File: src/rtl/txsub_pkg.sv
package txsub_pkg;

  // Action taken on a byte leaving a queue.
  typedef enum logic [1:0] {
    ACT_PASS = 2'd0,
    ACT_DROP = 2'd1,
    ACT_SWAP = 2'd2,
    ACT_PAIR = 2'd3
  } act_e;

  // Control byte layout: bit 4 pair replace, bit 3 drop on value 2,
  // bit 2 drop on value 1, bit 1 compare 2 enable, bit 0 compare 1 enable.
  typedef struct packed {
    logic pair1;
    logic drop2;
    logic drop1;
    logic cmp2_en;
    logic cmp1_en;
  } subctl_t;

  // Compare 1 is checked first; dropping beats replacing.
  function automatic act_e classify(input logic [7:0] b, input subctl_t c,
                                    input logic [7:0] v1, input logic [7:0] v2);
    if (c.cmp1_en && (b == v1)) begin
      if (c.drop1) return ACT_DROP;
      if (c.pair1) return ACT_PAIR;
      return ACT_PASS;
    end
    if (c.cmp2_en && (b == v2)) begin
      if (c.drop2) return ACT_DROP;
      return ACT_SWAP;
    end
    return ACT_PASS;
  endfunction

  // Output may be offered only when neither CTS nor software-off holds it.
  function automatic logic flow_open(input logic cts_gate, input logic cts,
                                     input logic xoff, input logic ovr);
    return !(cts_gate && !cts) && !(xoff && !ovr);
  endfunction

endpackage

File: src/rtl/txsub_fifo.sv
module txsub_fifo #(
  parameter int DEPTH = 8,
  parameter int CW    = $clog2(DEPTH + 1)
) (
  input  logic          clk,
  input  logic          rst_n,
  input  logic          wr,
  input  logic [7:0]    wdata,
  input  logic          rd,
  output logic [7:0]    rdata,
  output logic [CW-1:0] count,
  output logic          empty,
  output logic          full
);
  localparam int AW = (DEPTH > 1) ? $clog2(DEPTH) : 1;

  logic [7:0]    mem [DEPTH];
  logic [AW-1:0] wp, rp;
  logic          push, pop;

  function automatic logic [AW-1:0] step_ptr(input logic [AW-1:0] p);
    return (p == AW'(DEPTH - 1)) ? '0 : p + 1'b1;
  endfunction

  assign empty = (count == '0);
  assign full  = (count == CW'(DEPTH));
  assign push  = wr && !full;
  assign pop   = rd && !empty;
  assign rdata = mem[rp];

  always_ff @(posedge clk) begin
    if (push) mem[wp] <= wdata;
  end

  always_ff @(posedge clk) begin
    if (!rst_n) begin
      wp    <= '0;
      rp    <= '0;
      count <= '0;
    end else begin
      if (push) wp <= step_ptr(wp);
      if (pop)  rp <= step_ptr(rp);
      count <= count + CW'(push) - CW'(pop);
    end
  end

  // R1 (and R2 for the priority instance): a write into a full queue is lost.
  a_r1_full_write_lost: assert property (@(posedge clk) disable iff (!rst_n)
    (full && wr && !rd) |=> (count == $past(count)));

  a_r1_never_above_depth: assert property (@(posedge clk) disable iff (!rst_n)
    count <= CW'(DEPTH));

endmodule

File: src/rtl/txsub_hold.sv
module txsub_hold
  import txsub_pkg::*;
(
  input  logic       clk,
  input  logic       rst_n,
  input  logic       flow_ok,
  input  logic       ser_ready,
  input  logic       load,
  input  act_e       act,
  input  logic [7:0] byte_in,
  input  logic [7:0] pair_first,
  input  logic [7:0] pair_second,
  input  logic [7:0] swap_val,
  output logic       take_ok,
  output logic       ser_valid,
  output logic [7:0] ser_data
);
  logic       out_valid, sec_valid;
  logic [7:0] out_data,  sec_data;
  logic       fire;

  assign fire      = out_valid && flow_ok && ser_ready;
  assign take_ok   = !sec_valid && (!out_valid || fire);
  assign ser_valid = out_valid && flow_ok;
  assign ser_data  = out_data;

  always_ff @(posedge clk) begin
    if (!rst_n) begin
      out_valid <= 1'b0;
      sec_valid <= 1'b0;
      out_data  <= '0;
      sec_data  <= '0;
    end else begin
      if (fire) out_valid <= 1'b0;
      if (sec_valid && fire) begin
        out_data  <= sec_data;
        out_valid <= 1'b1;
        sec_valid <= 1'b0;
      end else if (load) begin
        unique case (act)
          ACT_PASS: begin out_data <= byte_in;  out_valid <= 1'b1; end
          ACT_SWAP: begin out_data <= swap_val; out_valid <= 1'b1; end
          ACT_PAIR: begin
            out_data  <= pair_first;
            out_valid <= 1'b1;
            sec_data  <= pair_second;
            sec_valid <= 1'b1;
          end
          default: ;
        endcase
      end
    end
  end

  // nothing enters while the second byte of a pair waits.
  a_r4_pair_blocks_load: assert property (@(posedge clk) disable iff (!rst_n)
    sec_valid |-> !load);

  // an offered byte stays put until it is taken.
  a_r10_data_stable: assert property (@(posedge clk) disable iff (!rst_n)
    (ser_valid && !ser_ready) |=> (!ser_valid || $stable(ser_data)));

  // a closed flow gate never offers a byte.
  a_r9_gate_closed: assert property (@(posedge clk) disable iff (!rst_n)
    !flow_ok |-> !ser_valid);

endmodule

File: src/rtl/txsub_top.sv
module txsub_top
  import txsub_pkg::*;
#(
  parameter int NORM_DEPTH = 255,
  parameter int PRI_DEPTH  = 32,
  localparam int NCW = $clog2(NORM_DEPTH + 1),
  localparam int PCW = $clog2(PRI_DEPTH + 1)
) (
  input  logic           clk,
  input  logic           rst_n,
  input  logic           norm_wr,
  input  logic [7:0]     norm_data,
  output logic           norm_full,
  output logic [NCW-1:0] norm_count,
  input  logic           pri_wr,
  input  logic [7:0]     pri_data,
  output logic           pri_full,
  output logic [7:0]     pri_status,
  input  logic           tx_en,
  input  logic           cts_gate_en,
  input  logic           cts_in,
  input  logic           xoff_active,
  input  logic           xoff_override,
  input  logic [4:0]     sub_ctrl,
  input  logic [7:0]     cmp1_val,
  input  logic [7:0]     cmp2_val,
  input  logic [7:0]     pair_first,
  input  logic [7:0]     pair_second,
  input  logic [7:0]     swap_val,
  output logic           ser_valid,
  output logic [7:0]     ser_data,
  input  logic           ser_ready
);
  logic [7:0]     norm_head, pri_head, pick;
  logic [PCW-1:0] pri_count;
  logic           norm_empty, pri_empty;
  logic           take_ok, load, norm_pop, pri_pop, flow_ok;
  act_e           act;

  txsub_fifo #(.DEPTH(NORM_DEPTH)) i_norm (
    .clk(clk), .rst_n(rst_n), .wr(norm_wr), .wdata(norm_data),
    .rd(norm_pop), .rdata(norm_head), .count(norm_count),
    .empty(norm_empty), .full(norm_full));

  txsub_fifo #(.DEPTH(PRI_DEPTH)) i_pri (
    .clk(clk), .rst_n(rst_n), .wr(pri_wr), .wdata(pri_data),
    .rd(pri_pop), .rdata(pri_head), .count(pri_count),
    .empty(pri_empty), .full(pri_full));

  assign pri_status = {!pri_empty, 7'(pri_count)};

  // Source selection: priority bytes always go first.
  assign load     = tx_en && take_ok && !(pri_empty && norm_empty);
  assign pri_pop  = load && !pri_empty;
  assign norm_pop = load && pri_empty;
  assign pick     = pri_empty ? norm_head : pri_head;
  assign act      = classify(pick, subctl_t'(sub_ctrl), cmp1_val, cmp2_val);
  assign flow_ok  = flow_open(cts_gate_en, cts_in, xoff_active, xoff_override);

  txsub_hold i_hold (
    .clk(clk), .rst_n(rst_n), .flow_ok(flow_ok), .ser_ready(ser_ready),
    .load(load), .act(act), .byte_in(pick),
    .pair_first(pair_first), .pair_second(pair_second), .swap_val(swap_val),
    .take_ok(take_ok), .ser_valid(ser_valid), .ser_data(ser_data));

  // a normal byte is never taken while priority data is pending.
  a_r3_pri_first: assert property (@(posedge clk) disable iff (!rst_n)
    norm_pop |-> !pri_status[7]);

  // a disabled transmitter takes nothing from the queues.
  a_r8_no_take_disabled: assert property (@(posedge clk) disable iff (!rst_n)
    !tx_en |-> !(norm_pop || pri_pop));

  // CTS gating seen at the ports.
  a_r9_cts_gate: assert property (@(posedge clk) disable iff (!rst_n)
    (cts_gate_en && !cts_in) |-> !ser_valid);

  // pending flag tracks a non-zero priority count.
  a_r2_pending_flag: assert property (@(posedge clk) disable iff (!rst_n)
    pri_wr && !pri_full |=> pri_status[7]);

  initial begin
    a_r2_depth_fits: assert (PRI_DEPTH <= 127 && PRI_DEPTH >= 1);
  end

endmodule

File: config.mk
export PLATFORM = sky130hd
export DESIGN_NAME = txsub_top
export DESIGN_NICKNAME = d
export VERILOG_FILES = /design/src/rtl/txsub_pkg.sv /design/src/rtl/txsub_fifo.sv /design/src/rtl/txsub_hold.sv /design/src/rtl/txsub_top.sv
export SDC_FILE = /design/constraint.sdc
export NUM_CORES = 2
export LEC_CHECK = 0
export ABC_AREA = 1
export BUFFER_PORTS_ARGS = -buffer_cell sky130_fd_sc_hd__buf_2
export CAP_MARGIN = 20
export CORE_MARGIN = 2
export CORE_UTILIZATION = 30
export DETAILED_ROUTE_END_ITERATION = 7
export GPL_TIMING_DRIVEN = 1
export HOLD_SLACK_MARGIN = 0.05
export PLACE_DENSITY = 0.45
export SLEW_MARGIN = 30
export SYNTH_ARGS = -nofsm -noshare
export SYNTH_HDL_FRONTEND = slang
export SYNTH_SLANG_ARGS = --single-unit
File: constraint.sdc
create_clock -name clk -period 9.6 [get_ports clk]
set_clock_uncertainty 0.2 [all_clocks]
set_input_delay 0.96 -clock clk [delete_from_list [all_inputs] [get_ports clk]]
set_output_delay 0.96 -clock clk [all_outputs]
set_load 0.1 [all_outputs]
; ---- After elaboration in Yosys (flattened, before gate mapping)
; Memory sizes are Yosys's and may differ from the RTL's. A register that Yosys moved wholly into a read port is not among the register bits.
; Index checks and enable logic that the tools add are counted.
[classes]
reduce_logical = 40
eq_ne = 10
bitwise = 2
n_addsub = 8
mux = 41
[op_table]
columns = op, n
row1 = $mux 8, 7
row2 = $eq 8x8->1 const B, 3
row3 = $pmux 8 s3, 1
row4 = $mux 2, 10
row5 = $mux 5, 4
row6 = $mux 1, 19
row7 = $logic_and 1x1->1, 18
row8 = $add 8x1->8 const B, 2
row9 = $eq 8x8->1, 2
row10 = $logic_not 1->1, 11
row11 = $add 5x1->5 const B, 2
row12 = $eq 5x5->1 const B, 2
row13 = $add 8x1->8, 1
row14 = $logic_not 8->1, 1
row15 = $sub 8x1->8, 1
row16 = $add 6x1->6, 1
row17 = $eq 6x6->1 const B, 1
row18 = $logic_not 6->1, 1
row19 = $sub 6x1->6, 1
row20 = $eq 2x2->1 const B, 2
row21 = $reduce_and 2->1, 2
row22 = $reduce_bool 4->1, 1
row23 = $reduce_and 3->1, 1
row24 = $reduce_or 3->1, 1
row25 = other kinds (5), 6
[word_totals]
inputBits = 71
mem_count = 2
wordCells = 113
register_bits = 58
ram_bits = 2296
[mem_list]
columns = name, words, word_bits, rd, rd_clocked_by_memory_dff, write_ports, line
row1 = i_norm.mem, 255, 8, 1, 1, 1, txsub_fifo.sv:17  ; logic [7:0] mem [DEPTH];
row2 = i_pri.mem, 32, 8, 1, 1, 1, txsub_fifo.sv:17

; ---- Longest topological paths before layout
[logic_depth]
depth_word = 20
depth_mapped = 30
depth_no_buf = 26

; ---- Hierarchy
; A second synthesis with hierarchy kept.
[unflattened]
cells_unflattened = 8457
hier_area_um2 = 97603.6
[by_module_without_submodules]
columns = mod, n_inst, area_per_inst_um2, cells_each, seq_area_each_um2
row1 = txsub_fifo (i_norm), 1, 84324.6, 7131, 61899.4
row2 = txsub_fifo (i_pri), 1, 11656.2, 1041, 8107.8
row3 = txsub_hold, 1, 1009.7, 156, 360.3
row4 = txsub_top, 1, 613.1, 129, 0.0

; ---- Worst setup path before layout
; No wires, ideal clock.
[synth_timing]
path_type = input to register
start = in xoff_active
end = reg i_norm.count[6]
stages = 19
required_time_ps = 9330
t_arrival_ps = 5041
setup_slack_ps = 4289
path_cell_list = inv_1 -> o21ai_0 -> a21oi_1 -> nand2_1 -> nand2_1 -> nand4_1 -> nor2_1 -> ha_1 -> inv_1 -> ha_1 -> inv_1 -> fa_1 -> o31ai_1 -> inv_1 -> nor2_1 -> nor2_1 -> o21ai_0 -> o21ai_0 -> a21oi_1
[synth_via]
elab_chain_cells = 12
[synth_lines]
columns = element, line
row1 = start: declaration, txsub_top.sv:22  ; input logic xoff_active,
row2 = $logic_and 1x1->1, txsub_pkg.sv:39  ; return !(cts_gate && !cts) && !(xoff && !ovr);
row3 = $logic_not 1->1, txsub_pkg.sv:39
row4 = $logic_and 1x1->1, txsub_pkg.sv:39
row5 = $logic_and 1x1->1, n/a
row6 = net ser_valid, txsub_top.sv:30  ; output logic ser_valid,
row7 = $logic_and 1x1->1, txsub_hold.sv:22  ; assign fire = out_valid && flow_ok && ser_ready;
row8 = $logic_or 1x1->1, txsub_hold.sv:23  ; assign take_ok = !sec_valid && (!out_valid || fire);
row9 = $logic_and 1x1->1, txsub_hold.sv:23
row10 = $logic_and 1x1->1 (2 in series), txsub_top.sv:53  ; assign load = tx_en && take_ok && !(pri_empty && norm_empty);
row11 = $logic_and 1x1->1, txsub_top.sv:55  ; assign norm_pop = load && pri_empty;
row12 = $logic_and 1x1->1, txsub_fifo.sv:28  ; assign pop = rd && !empty;
row13 = net i_norm.pop, txsub_fifo.sv:19  ; logic push, pop;
row14 = $sub 8x1->8, txsub_fifo.sv:43  ; count <= count + CW'(push) - CW'(pop);
row15 = end signal: assignment, txsub_fifo.sv:43
row16 = end: declaration, txsub_fifo.sv:11  ; output logic [CW-1:0] count,
; The timed path passes the listed nets, and every way through them passes these cells.
; A chain may end at the register's enable or synchronous reset.

==> metrics.md <==
| Metric | Value |
|---|---|
| Worst EP required | 10.16 ns |
| Post-CTS sizing | 0 |
| GPL Wtd Cong | 0.8391 |
| Ports | 98 |
| Root Driver | clkbuf_16 |
| GRT Util Overall | 17.88% |
| Multi-input gate area | 0.02340 mm² |
| Clock buffer depth | 4 |
| Mapped Cells | 8244 |
| Antenna Violating Nets Remaining | 0 |
| Setup TNS | 0 ns |
| Setup crit start kind | flop |
| Crit share post-route | 63.39% |
| DR vias/cell | 5.019 |
| Synth unique cells | 43 |
| Syn Area/Cell | 11.74 µm² |
| Tmin final | 6.085 ns |
| Pin count of the biggest net entering global routing | 250 |
| Num CTS Buffers | 271 |
| Initial Util | 30.14% |
| Worst VDD drop | 0.2367 mV |
| I/O Buffers | 96 |
| Post-Synthesis Cell Area | 0.09680 mm² |
| Crit Path Class | reg2reg |
| Full die area | 0.3272 mm² |
| First-pass GRT wire length | 435.9 mm |
| HP Start | pair_second[7] |
| # clock sinks | 2367 |
| Vias in the first global route | 61.48k |
| Die X | 572.0 µm |
| Status | finished, final reports clean |
| Flops & latches, synth | 2367 |
| Share of layout cells above drive strength 1 | 7.448% |
| Yosys warns | 0 |
| Average wire per cell in the routed design | 23.54 µm |
| Relative slew slack | 30.08% |
| Final wirelength | 298.7 mm |
| PwrDens | 235.1 mW/mm² |
| Setup violations, final | 0 |
| First-pass iteration count of the detailed router | 6 |
| Number of synthesized flops with an enable pin | 2296 |
| Register area | 0.07039 mm² |
| Final HPWL DP | 164.5 mm |
| R2R depth | 20 |
| Fill cell count | 31.83k |
| Hold depth | 3 |
| Final net count | 8277 |
| Register area share after synthesis | 72.69% |
| Hold Path Class | in2reg |
| Worst Max-Slew Pin Slew | 1.049 ns |
| Starting DRT DRC Count | 5987 |
| GR Overflow Total | 0 |
| Max Clk Rate | 0.1643 GHz |
| H-tree depth | 5 |
| Die Y | 572.0 µm |
| Row count | 208 |
| CP Capture Type | flop |
| Slew Viols, Final | 0 |
| Fin. Hold Viols | 0 |
| CTS clk-pin slew, worst paths | 0.06 ns |
| Max Cap Viol | 0 |
| Crit path max fanout | 71 |
| Post-CTS Setup Bufs | 0 |
| Area grow syn2layout | 13.62% |
| Clk_lat worst skew | 0.89 ns |
| CP Data Arrival Time | 6.64 ns |
| Top_reg_cell synth | edfxtp_1 |
| Hold buffers post-CTS | 0 |
| Core area | 0.3211 mm² |
| Util after Layout | 34.25% |
| Vias | 63.71k |
| Leak Pwr | 37.11 nW |
| Syn Nets | 8353 |
| Async S/R FF share, synth | 0% |
| RSZ-0062 raised after global routing | no |
| Initial antenna violation count | 17 |
| Pwr Total | 25.85 mW |
| Drt drc | 0 |
| CTS tree | yes |
-- placed cells by master (no fill, tap or decap), drive strengths merged, types with 40 or more instances in the layout --
| cell | n |
|---|---|
| buf | 202 |
| dfxtp | 71 |
| o221ai | 48 |
| nand3 | 2083 |
| clkbuf | 332 |
| a21oi | 40 |
| clkinv | 110 |
| nand2 | 2189 |
| inv | 149 |
| o21ai | 166 |
| edfxtp | 2296 |
| nand4 | 45 |
| nor2 | 498 |
-- cells by family after synthesis --
kind of cell | after synthesis | share of synthesized area [%]
other | 1 | 0.003874
flip-flops | 2367 | 72.69
adder cells (fa/ha/maj) | 38 | 0.5067
AND/OR/NAND/NOR | 4850 | 21.74
AO/OA/AOI/OAI | 295 | 1.806
XOR/XNOR | 4 | 0.03620
buffers and inverters | 689 | 3.209
-- worst max-delay path, stage by stage (launching register included) --
cell and delay (ns):
dfxtp_4 0.80, buf_4 0.74, buf_4 0.82, nand3_1 0.15, nand3_1 0.12, nand3_1 0.11
nand3_1 0.34, nand2_1 0.11, nand2_1 0.11, nand2_1 0.06, nand2_1 0.06, nand3_1 0.17
nand3_1 0.33, nand2_1 0.21, nand2_1 0.10, nand4_1 0.12, nor2_4 0.30, nand3_4 0.16
or2_1 0.44, o21ai_0 0.24, a21oi_1 0.05
-- area by class of cell --
class / count / share of cell area (%)
antenna: 10 / 0.02275
clock buffer: 331 / 6.506
clock inverter: 152 / 1.293
inverter: 137 / 0.5131
multi-input combinational: 5188 / 21.28
sequential: 2367 / 64.00
tap: 4305 / 4.897
timing repair buffer: 203 / 1.490
-- power by group --
part           leakage [nW]  internal (mW)  switching, mW
Clock                  4.17           5.90           4.26
Combinational          11.7           1.04           3.15
Sequential             21.2           11.4         0.0951
-- state kept, by name (all words and copies together), names as in the netlist, named ones only --
signal / flops
i_pri.rp: 5
i_hold.sec_valid: 1
i_hold.out_valid: 1
i_hold.sec_data: 8
i_norm.count: 8
i_pri.wp: 5
i_norm.wp: 8
i_pri.mem: 256
i_norm.rp: 8
i_hold.ser_data: 8
i_pri.count: 6
i_norm.mem: 2040
-- synth_stat cells (40+ instances only) --
library cell / instances / area (µm²)
a21oi_1: 40 / 200.2
buf_1: 55 / 206.5
buf_2: 312 / 1562
clkbuf_1: 159 / 596.8
dfxtp_1: 71 / 1421
edfxtp_1: 2296 / 68950
inv_1: 128 / 480.5
nand2_1: 2188 / 8213
nand3_1: 2080 / 10410
nand4_1: 45 / 281.5
nor2_1: 495 / 1858
o21ai_0: 161 / 805.8
o221ai_1: 48 / 420.4
-- path summary, 6_finish.rpt --
kind | endpoint | slack (ns)
worst max-delay path | i_hold.sec_data[5] | 3.51
worst min-delay path | i_hold.sec_data[7] | 0.16
worst max register to register | i_hold.sec_data[5] | 3.51
worst min register to register | i_hold.sec_data[5] | 0.25
-- metal layers --
metal  share of wire [%]  vias to the layer above  GRT usage [%]
li1                    -                    29269              -
met1                  45                    32072          25.52
met2                  46                     1981          28.38
met3                 6.0                      382          2.585
met4                 2.4                        4          4.784
met5              0.0090                        -              0
-- per-stage QoR --
step	area (µm²)	hold WS (ns)	cells	setup slack, ns
floorplan	96800	0.2205	8244	4.289
global placement	101200	0.2349	12193	3.275
detailed placement	101300	0.2364	12197	3.266
CTS	109800	0.09048	12680	3.259
global route	110000	0.1698	12687	2.843
finish	110000	0.1611	12693	3.515
(Power assumes the default switching activity.)
